### src/rtl/iot_pkg.sv
package iot_pkg;
  localparam int WORD_W  = 18;
  localparam int SEL_W   = 3;
  localparam int N_DEV   = 1 << SEL_W;
  localparam int N_PULSE = 3;
  // field positions (LSB = 0)
  localparam int EXT_LO  = 9;
  localparam int DEV_LO  = 6;
  localparam int MASK_LO = 0;
  typedef logic [N_DEV-1:0] dev_vec_t;
endpackage

### src/rtl/iot_sel_dec.sv
module iot_sel_dec
  import iot_pkg::*;
#(
  parameter int W  = WORD_W,
  parameter int SW = SEL_W,
  parameter int ND = N_DEV
) (
  input  logic [W-1:0]  instr,
  input  logic          iot_en,
  output logic          std_ok,
  output logic [ND-1:0] sel
);
  logic [SW-1:0] dev_code;
  logic [SW-1:0] ext_code;

  assign ext_code = instr[EXT_LO +: SW];
  assign dev_code = instr[DEV_LO +: SW];
  assign std_ok   = iot_en && (ext_code == '0);

  for (genvar d = 0; d < ND; d++) begin : g_sel
    assign sel[d] = std_ok && (dev_code == SW'(d));
  end
endmodule

### src/rtl/iot_pulse_gen.sv
module iot_pulse_gen #(
  parameter int ND = 8,
  parameter int NP = 3
) (
  input  logic                   clk,
  input  logic                   rst_n,
  input  logic [NP-1:0]          strobe,
  input  logic [NP-1:0]          mask,
  input  logic                   std_ok,
  input  logic [ND-1:0]          sel,
  input  logic [ND-1:0]          flag,
  output logic [NP-1:0][ND-1:0]  cmd,
  output logic                   skip
);
  logic [NP-1:0] strobe_q;
  logic [NP-1:0] fire;

  always_ff @(posedge clk or negedge rst_n) begin
    if (!rst_n) strobe_q <= '0;
    else        strobe_q <= strobe;
  end

  assign fire = strobe & ~strobe_q & mask & {NP{std_ok}};

  for (genvar p = 0; p < NP; p++) begin : g_pulse
    always_ff @(posedge clk or negedge rst_n) begin
      if (!rst_n) cmd[p] <= '0;
      else        cmd[p] <= fire[p] ? sel : '0;
    end
  end

  always_ff @(posedge clk or negedge rst_n) begin
    if (!rst_n) skip <= 1'b0;
    else        skip <= fire[0] && |(sel & flag);
  end
endmodule

### src/rtl/iot_req_comb.sv
module iot_req_comb #(
  parameter int ND = 8,
  parameter int NI = 9,
  parameter logic [ND-1:0] SLOW = '0
) (
  input  logic [ND-1:0] sel,
  input  logic [NI-1:0] irq_flag,
  output logic          slow_req,
  output logic          irq_req
);
  assign slow_req = |(sel & SLOW);
  assign irq_req  = |irq_flag;
endmodule

### src/rtl/iot_decoder.sv
module iot_decoder
  import iot_pkg::*;
#(
  parameter int              N_IRQ     = 9,
  parameter logic [N_DEV-1:0] SLOW_MASK = 8'h80
) (
  input  logic              clk,
  input  logic              rst_n,
  input  logic [WORD_W-1:0] instr,
  input  logic              iot_en,
  input  logic [N_PULSE-1:0] strobe,
  input  logic [N_DEV-1:0]  dev_flag,
  input  logic [N_IRQ-1:0]  irq_flag,
  output logic [N_DEV-1:0]  dev_sel,
  output logic [N_DEV-1:0]  cmd_p1,
  output logic [N_DEV-1:0]  cmd_p2,
  output logic [N_DEV-1:0]  cmd_p4,
  output logic              slow_req,
  output logic              skip_req,
  output logic              irq_req
);
  logic                         std_ok;
  logic [N_PULSE-1:0][N_DEV-1:0] cmd;

  iot_sel_dec #(.W(WORD_W), .SW(SEL_W), .ND(N_DEV)) u_dec (
    .instr (instr),
    .iot_en(iot_en),
    .std_ok(std_ok),
    .sel   (dev_sel)
  );

  iot_pulse_gen #(.ND(N_DEV), .NP(N_PULSE)) u_pulse (
    .clk   (clk),
    .rst_n (rst_n),
    .strobe(strobe),
    .mask  (instr[MASK_LO +: N_PULSE]),
    .std_ok(std_ok),
    .sel   (dev_sel),
    .flag  (dev_flag),
    .cmd   (cmd),
    .skip  (skip_req)
  );

  iot_req_comb #(.ND(N_DEV), .NI(N_IRQ), .SLOW(SLOW_MASK)) u_req (
    .sel     (dev_sel),
    .irq_flag(irq_flag),
    .slow_req(slow_req),
    .irq_req (irq_req)
  );

  assign cmd_p1 = cmd[0];
  assign cmd_p2 = cmd[1];
  assign cmd_p4 = cmd[2];
endmodule

### config.mk
export PLATFORM = sky130hd
export DESIGN_NAME = iot_decoder
export DESIGN_NICKNAME = d
export VERILOG_FILES = /design/src/rtl/iot_pkg.sv /design/src/rtl/iot_sel_dec.sv /design/src/rtl/iot_pulse_gen.sv /design/src/rtl/iot_req_comb.sv /design/src/rtl/iot_decoder.sv
export SDC_FILE = /design/constraint.sdc
export NUM_CORES = 1
export LEC_CHECK = 0
export BUFFER_PORTS_ARGS = -buffer_cell sky130_fd_sc_hd__clkbuf_2
export CAP_MARGIN = 20
export CELL_PAD_IN_SITES_DETAIL_PLACEMENT = 0
export CELL_PAD_IN_SITES_GLOBAL_PLACEMENT = 2
export CORE_MARGIN = 3
export CORE_UTILIZATION = 25
export CTS_BUF_LIST = sky130_fd_sc_hd__clkbuf_2
export DETAILED_ROUTE_END_ITERATION = 10
export HOLD_SLACK_MARGIN = 0.08
export MAX_ROUTING_LAYER = met4
export PLACE_DENSITY = 0.94
export SETUP_SLACK_MARGIN = 0.3
export SYNTH_ARGS = -nofsm -noshare
export SYNTH_HDL_FRONTEND = slang
export SYNTH_SLANG_ARGS = --single-unit
### constraint.sdc
create_clock -name clk -period 2.21 [get_ports clk]
set_clock_uncertainty 0.1 [all_clocks]
set_input_delay 0.1105 -clock clk [delete_from_list [all_inputs] [get_ports clk]]
set_output_delay 0.1105 -clock clk [all_outputs]
set_load 0.01 [all_outputs]
==> results_dict.tcl, run 1 <==
set metrics [dict create \
    status "finished clean" \
    synth-seq-cells 28 \
    slowest_delay_ps 540 \
    viasPerCell 4.42 \
    p_total_mw 0.778 \
    via_count 985 \
    core_area_um2 4090 \
    maxSlewViolCount 0 \
    hold_class "in -> reg" \
    portBuffers 66 \
    cp-end-kind "output port" \
    cp_cell_sequence "dlygate4sd3_1 > clkbuf_2 > inv_1 > nand2_1 > nor2_1 > clkbuf_2" \
    cts_tree "done" \
    cp_top_family "buffers and inverters" \
    tightest_slew_ps 650 \
    drc_errors 0 \
    h-tree-depth 1 \
    syn_area_per_cell_um2 11.6 \
    setup_tns_ps 0 \
    postRouteWirelength_um 2820 \
    antenna_found_initial 0 \
    drt-pass1-iter-count 4 \
    finalInstanceArea_um2 1610 \
    path_buf_inv 4 \
    netlist_instances 93 \
    crit_path_start_kind "input port" \
    yosysWarningCount 0 \
    drt_iter0_markers 17 \
    hp-start "instr[10]" \
    hold_ws_ps 95.3 \
    hold_violations 0 \
    cap_violations 0 \
    power.density_nw_per_um2 482 \
    grt_overflow_total 0 \
    clk_pin_slew_ps 220 \
    final_cell_mix "69 x clkbuf_2, 28 x dfrtp_1, 19 x nor2_1, 15 x dlygate4sd3_1, 14 x nor3_1" \
    first_global_vias 1090 \
    required_ps 2000 \
    rsz0062_at_grt "false" \
    worstPathMaxFanout 9 \
    critPathArrivalTime_ps 1550 \
    timing.slew.headroom 0.567 \
    hpwl_um 2100 \
    cpMostUsedCell "clkbuf_2" \
    wl_per_cell_um 12.6 \
    track_usage 0.124 \
    dieHeight_um 71.6 \
    rrSetupSlack_ps 610 \
    fin_crit_sh 0.797 \
    post_cts_buffers 0 \
    root_buffer "clkbuf_2" \
    final_util 0.395 \
    syn_nets 134 \
    critPathKind "in -> out" \
    rows 23 \
    hold_depth 4 \
    n_antenna_cell 0 \
    final_common_cell "clkbuf_2" \
    fin_crit_ps 1760 \
    start_util 0.264 \
    whs_endpoint "u_pulse.cmd[15]$_DFF_PN0_" \
    clock_latency_ps 340 \
    clockBufferDepth 2 \
    yosysSeqAreaShare 0.650 \
    die_w_um 71.6 \
    timing.rr.start "u_pulse.strobe_q[0]$_DFF_PN0_" \
    reg2reg_depth 3 \
    nNetsFinal 216 \
    peakVddDrop_v 0.000131 \
    max_freq_mhz 567 \
    post_dp_cell_area_um2 1440 \
    rr_endpoint "u_pulse.skip$_DFF_PN0_" \
    setup_viol 0 \
    synthToLayoutAreaGrowth_pct 49.8 \
    gp_congestion 0.738 \
    drive_gt1_frac 0.410 \
    p_leak_nw 0.865 \
    dieArea_um2 5130 \
    netlist_area_um2 1080 \
    yosysUniqueCellTypes 22 \
    cpMaxStageDelayCell "dlygate4sd3_1" \
    antenna_left 0 \
    clock_sinks 28 \
    boundaryPins 76 \
    cts_buffers 3 \
    grt_pass1_wl_um 4840 \
    grt_start_max_net_pins 29 \
]
## synth_stat cells (all sizes together)
cell type	count	area, um2
nor4	1	6.26
and4b	1	10.0
nand4b	2	17.5
nand2	5	21.3
nand2b	2	12.5
nor3	14	70.1
nor4b	1	23.8
mux2i	2	20.0
dfrtp	28	701
inv	2	7.51
nand3b	5	37.5
o32a	1	10.0
nor2	19	71.3
a41oi	1	8.76
buf	5	33.8
nand3	1	5.00
or2	1	6.26
o22a	1	8.76
a31oi	1	6.26
## layout make-up
type | count | area [um2]
multi-input cells | 58 | 335
repair buffers | 82 | 493
inverters | 2 | 7.51
well taps | 50 | 62.6
flip-flops and latches | 28 | 701
fillers | 433 | 2470
clock buffers | 3 | 15.0
## worst max path at each step
| stage | start | to | slack (ps) | cells after the start |
|---|---|---|---|---|
| 2_1_floorplan | instr[11] | dev_sel[7] | 940 | 4 |
| 3_3_place_gp | instr[11] | slow_req | 820 | 5 |
| 3_5_place_dp | instr[11] | dev_sel[7] | 800 | 5 |
| 4_1_cts | instr[11] | dev_sel[3] | 330 | 6 |
| 5_1_grt | instr[7] | dev_sel[5] | 320 | 6 |
| 6_report | instr[7] | dev_sel[5] | 450 | 6 |
## per-layer routing
metal / GRT usage / wire, um / vias to the layer above / share of wire
li1: - / - / 477 / -
met1: 0.142 / 1200 / 464 / 0.43
met2: 0.221 / 1450 / 39 / 0.51
met3: 0.0168 / 129 / 5 / 0.046
met4: 0.0376 / 41 / 0 / 0.015
met5: - / 0 / - / 0
## worst register-to-register path, delay by kind of cell (launching register included)
kind | cells | cell delay [ps]
buf+inv | 1 | 640
compound gates | 1 | 150
simple gates | 1 | 230
flops | 1 | 430
## repair_timing
action	CTS	global route
endpoints found under the hold margin	55	0
hold buffers	16	0
gates resized for setup	0	1
setup endpoints to repair	0	1
## power by group
| part | internal (mW) | leakage (nW) | switching (mW) |
|---|---|---|---|
| logic | 0.0469 | 0.468 | 0.0485 |
| registers | 0.516 | 0.384 | 0.000988 |
| clock network | 0.0369 | 0.0125 | 0.128 |
## flip-flops by register name, summed over array words and instances (netlist names)
signal,count
u_pulse.cmd,24
u_pulse.skip,1
u_pulse.strobe_q,3
## cell families (layout without fill, tap and decap cells)
group                  after synthesis  count (layout)  share of synthesized area
AO/OA/AOI/OAI                        4               4                     0.0314
multiplexers                         2               2                     0.0186
flip-flops                          28              28                      0.650
AND/OR/NAND/NOR                     52              52                      0.261
buffers and inverters                7              87                     0.0383
## stage by stage
step	worst slack [ps]	std cells
final	448	223
after global routing	324	223
after CTS	332	223
after detailed placement	800	204
after global placement	821	204
after floorplan	941	93
Power figures use the tool's default switching activity.
==> run 2: changes to the inputs <==
- ABC_AREA: not set -> 1
- CORE_UTILIZATION: 25 -> 22
- PLACE_DENSITY: 0.94 -> 0.88
- clock period: 2.21 -> 1.84 ns (I/O delays scaled with it)
==> results_dict.tcl, run 2 <==
set metrics [dict create \
    status "finished clean" \
    setup_viol 0 \
    hpwl_um 2210 \
    stdcell_count 279 \
    rsz0062_at_grt "false" \
    hold_violations 0 \
    yosysTopAreaCell "dfrtp_1" \
    yosys.area.top_type_share 0.636 \
    fin_crit_ps 1400 \
    timing.rr.start "u_pulse.strobe_q[2]$_DFF_PN0_" \
    cts_resized 0 \
    n_antenna_cell 0 \
    hp-start "instr[1]" \
    wl_per_cell_um 10.0 \
    regArea_um2 701 \
    cts_tree "done" \
    netlist_top_cells_count "35 x nor2_1, 28 x dfrtp_1, 18 x inv_1" \
    viasPerCell 3.73 \
    yosysWarningCount 0 \
    cp_top_family "buffers and inverters" \
    peakVddDrop_v 0.000225 \
    slowest_delay_ps 550 \
    start_util 0.230 \
    track_usage 0.104 \
    drt-pass1-iter-count 4 \
    cts_buffers 3 \
    cp-end-kind "register" \
    final_common_cell "clkbuf_2" \
    h-tree-depth 1 \
    cpMostUsedCell "dlygate4sd3_1" \
    synthToLayoutAreaGrowth_pct 62.7 \
    portBuffers 66 \
    antenna_found_initial 0 \
    post_cts_buffers 0 \
    boundaryPins 76 \
    setup_tns_ps 0 \
    required_ps 2010 \
    top_regs "u_pulse.cmd: 24 flops, u_pulse.strobe_q: 3 flops, u_pulse.skip: 1 flops" \
    critPathArrivalTime_ps 1580 \
    crit_path_start_kind "input port" \
    cpMaxStageDelayCell "dlygate4sd3_1" \
    top_register "u_pulse.cmd" \
    dieHeight_um 76.7 \
    die_w_um 76.7 \
    tightest_slew_ps 660 \
    root_buffer "clkbuf_2" \
    nNetsFinal 254 \
    clock_latency_ps 350 \
    core_area_um2 4790 \
    drive_gt1_frac 0.358 \
    antenna_left 0 \
    yosysSeqAreaShare 0.636 \
    grt_pass1_wl_um 4840 \
    max_freq_mhz 712 \
    rrSetupSlack_ps 740 \
    first_global_vias 1037 \
    largest_reg_flops 24 \
    rows 25 \
    dpl.cell_count 250 \
    critPathKind "in -> reg" \
    clockBufferDepth 2 \
    gp_congestion 0.824 \
    cap_violations 0 \
    syn_nets 160 \
    cp_cell_sequence "dlygate4sd3_1 > clkbuf_2 > nand3_1 > nand2_1 > dlygate4sd3_1 > nor2_1 > a21oi_1" \
    hold_class "in -> reg" \
    synth_edf_count 0 \
    power.density_nw_per_um2 604 \
    timing.slew.headroom 0.560 \
    hold_buffers 25 \
    netlist_area_um2 1100 \
    cp-startpoint "dev_flag[3]" \
    grt_overflow_total 0 \
    synthArstFlopShare 1.00 \
    p_leak_nw 0.985 \
    fin_crit_sh 0.763 \
    synth.most_common_cell "nor2_1" \
    synth_area_leaders "dfrtp_1 64%, nor2_1 12%, inv_1 6.1%, nand2_1 4.8%, nand3_1 4.5%" \
    postRouteWirelength_um 2800 \
    maxSlewViolCount 0 \
    worstPathMaxFanout 1 \
    final_cell_mix "69 x clkbuf_2, 35 x nor2_1, 28 x dfrtp_1, 25 x dlygate4sd3_1, 18 x inv_1" \
    dieArea_um2 5890 \
    drt_iter0_markers 46 \
    path_buf_inv 3 \
    drc_errors 0 \
    syn_area_per_cell_um2 9.25 \
    multiInputGateArea_um2 310 \
    netlist_instances 119 \
    final.fill_count 515 \
    yosysUniqueCellTypes 16 \
    clock_sinks 28 \
    yosys_most_used_dff "dfrtp_1" \
    grt_start_max_net_pins 29 \
    synth-seq-cells 28 \
    clk_pin_slew_ps 250 \
    via_count 1042 \
]
==> run 2: cell types whose count changed in the layout (fill, tap and decap cells not counted), sizes merged, moves of 2 or more <==
| cell | change |
|---|---|
| mux2i | -2 |
| nor2 | +19 |
| nand3b | -3 |
| inv | +17 |
| nand2 | +10 |
| nand3 | +9 |
| nand4b | -2 |
| dlygate4sd3 | +10 |
| nand2b | -2 |
| nor3 | -11 |
==> run 2: per-stage QoR <==
stage               utilization  power (mW)  hold WS, ps  setup WS, ps  instance area (um2)
detailed placement        0.313       0.716         57.7           547                 1500
CTS                       0.374        1.10         80.3           438                 1790
global route              0.374        1.13         99.4           350                 1790
floorplan                     -       0.661         -304           858                 1100
global placement          0.313       0.716         50.7           577                 1500
finish                    0.374        1.08         76.0           436                 1790
==> run 2: power breakdown <==
group	internal (mW)	switching [mW]
combinational	0.0530	0.0533
clock	0.187	0.167
sequential	0.621	0.000809
total	0.861	0.222
==> run 2: cell type report <==
cell class | count | area share
sequential | 28 | 0.391
timing repair buffer | 91 | 0.324
multi-input combinational | 70 | 0.173
tap | 67 | 0.0468
inverter | 19 | 0.0398
clock inverter | 1 | 0.0168
clock buffer | 3 | 0.00838
==> run 2: logic make-up (layout without fill, tap and decap cells) <==
family / after synthesis / in the layout / share of synthesized area
and+or+nand+nor: 69 / 69 / 0.277
DFF: 28 / 28 / 0.636
buffers and inverters: 21 / 114 / 0.0818
AOI/OAI and AO/OA: 1 / 1 / 0.00454
==> run 2: path summary, 6_finish.rpt <==
| kind | to | depth (start not counted) |
|---|---|---|
| worst max-delay path | u_pulse.skip$_DFF_PN0_ | 7 |
| worst min-delay path | u_pulse.cmd[15]$_DFF_PN0_ | 3 |
| worst max register to register | u_pulse.cmd[21]$_DFF_PN0_ | 2 |
| worst min register to register | u_pulse.cmd[2]$_DFF_PN0_ | 3 |
| max in group asynchronous | u_pulse.cmd[4]$_DFF_PN0_ | 2 |
| min in group asynchronous | u_pulse.cmd[14]$_DFF_PN0_ | 2 |
==> run 2: layer usage <==
metal,global-route usage,routed length (um),up-vias
met1,0.136,1270,453
met3,0.0106,201,2
met2,0.166,1310,44
met5,-,0,-
met4,0.0380,27,0
li1,-,-,543
==> run 2: worst register-to-register path, cell delays in order (launching register included) <==
cell,delay [ps]
dfrtp_1,410
nand3b_1,350
nor2_1,180
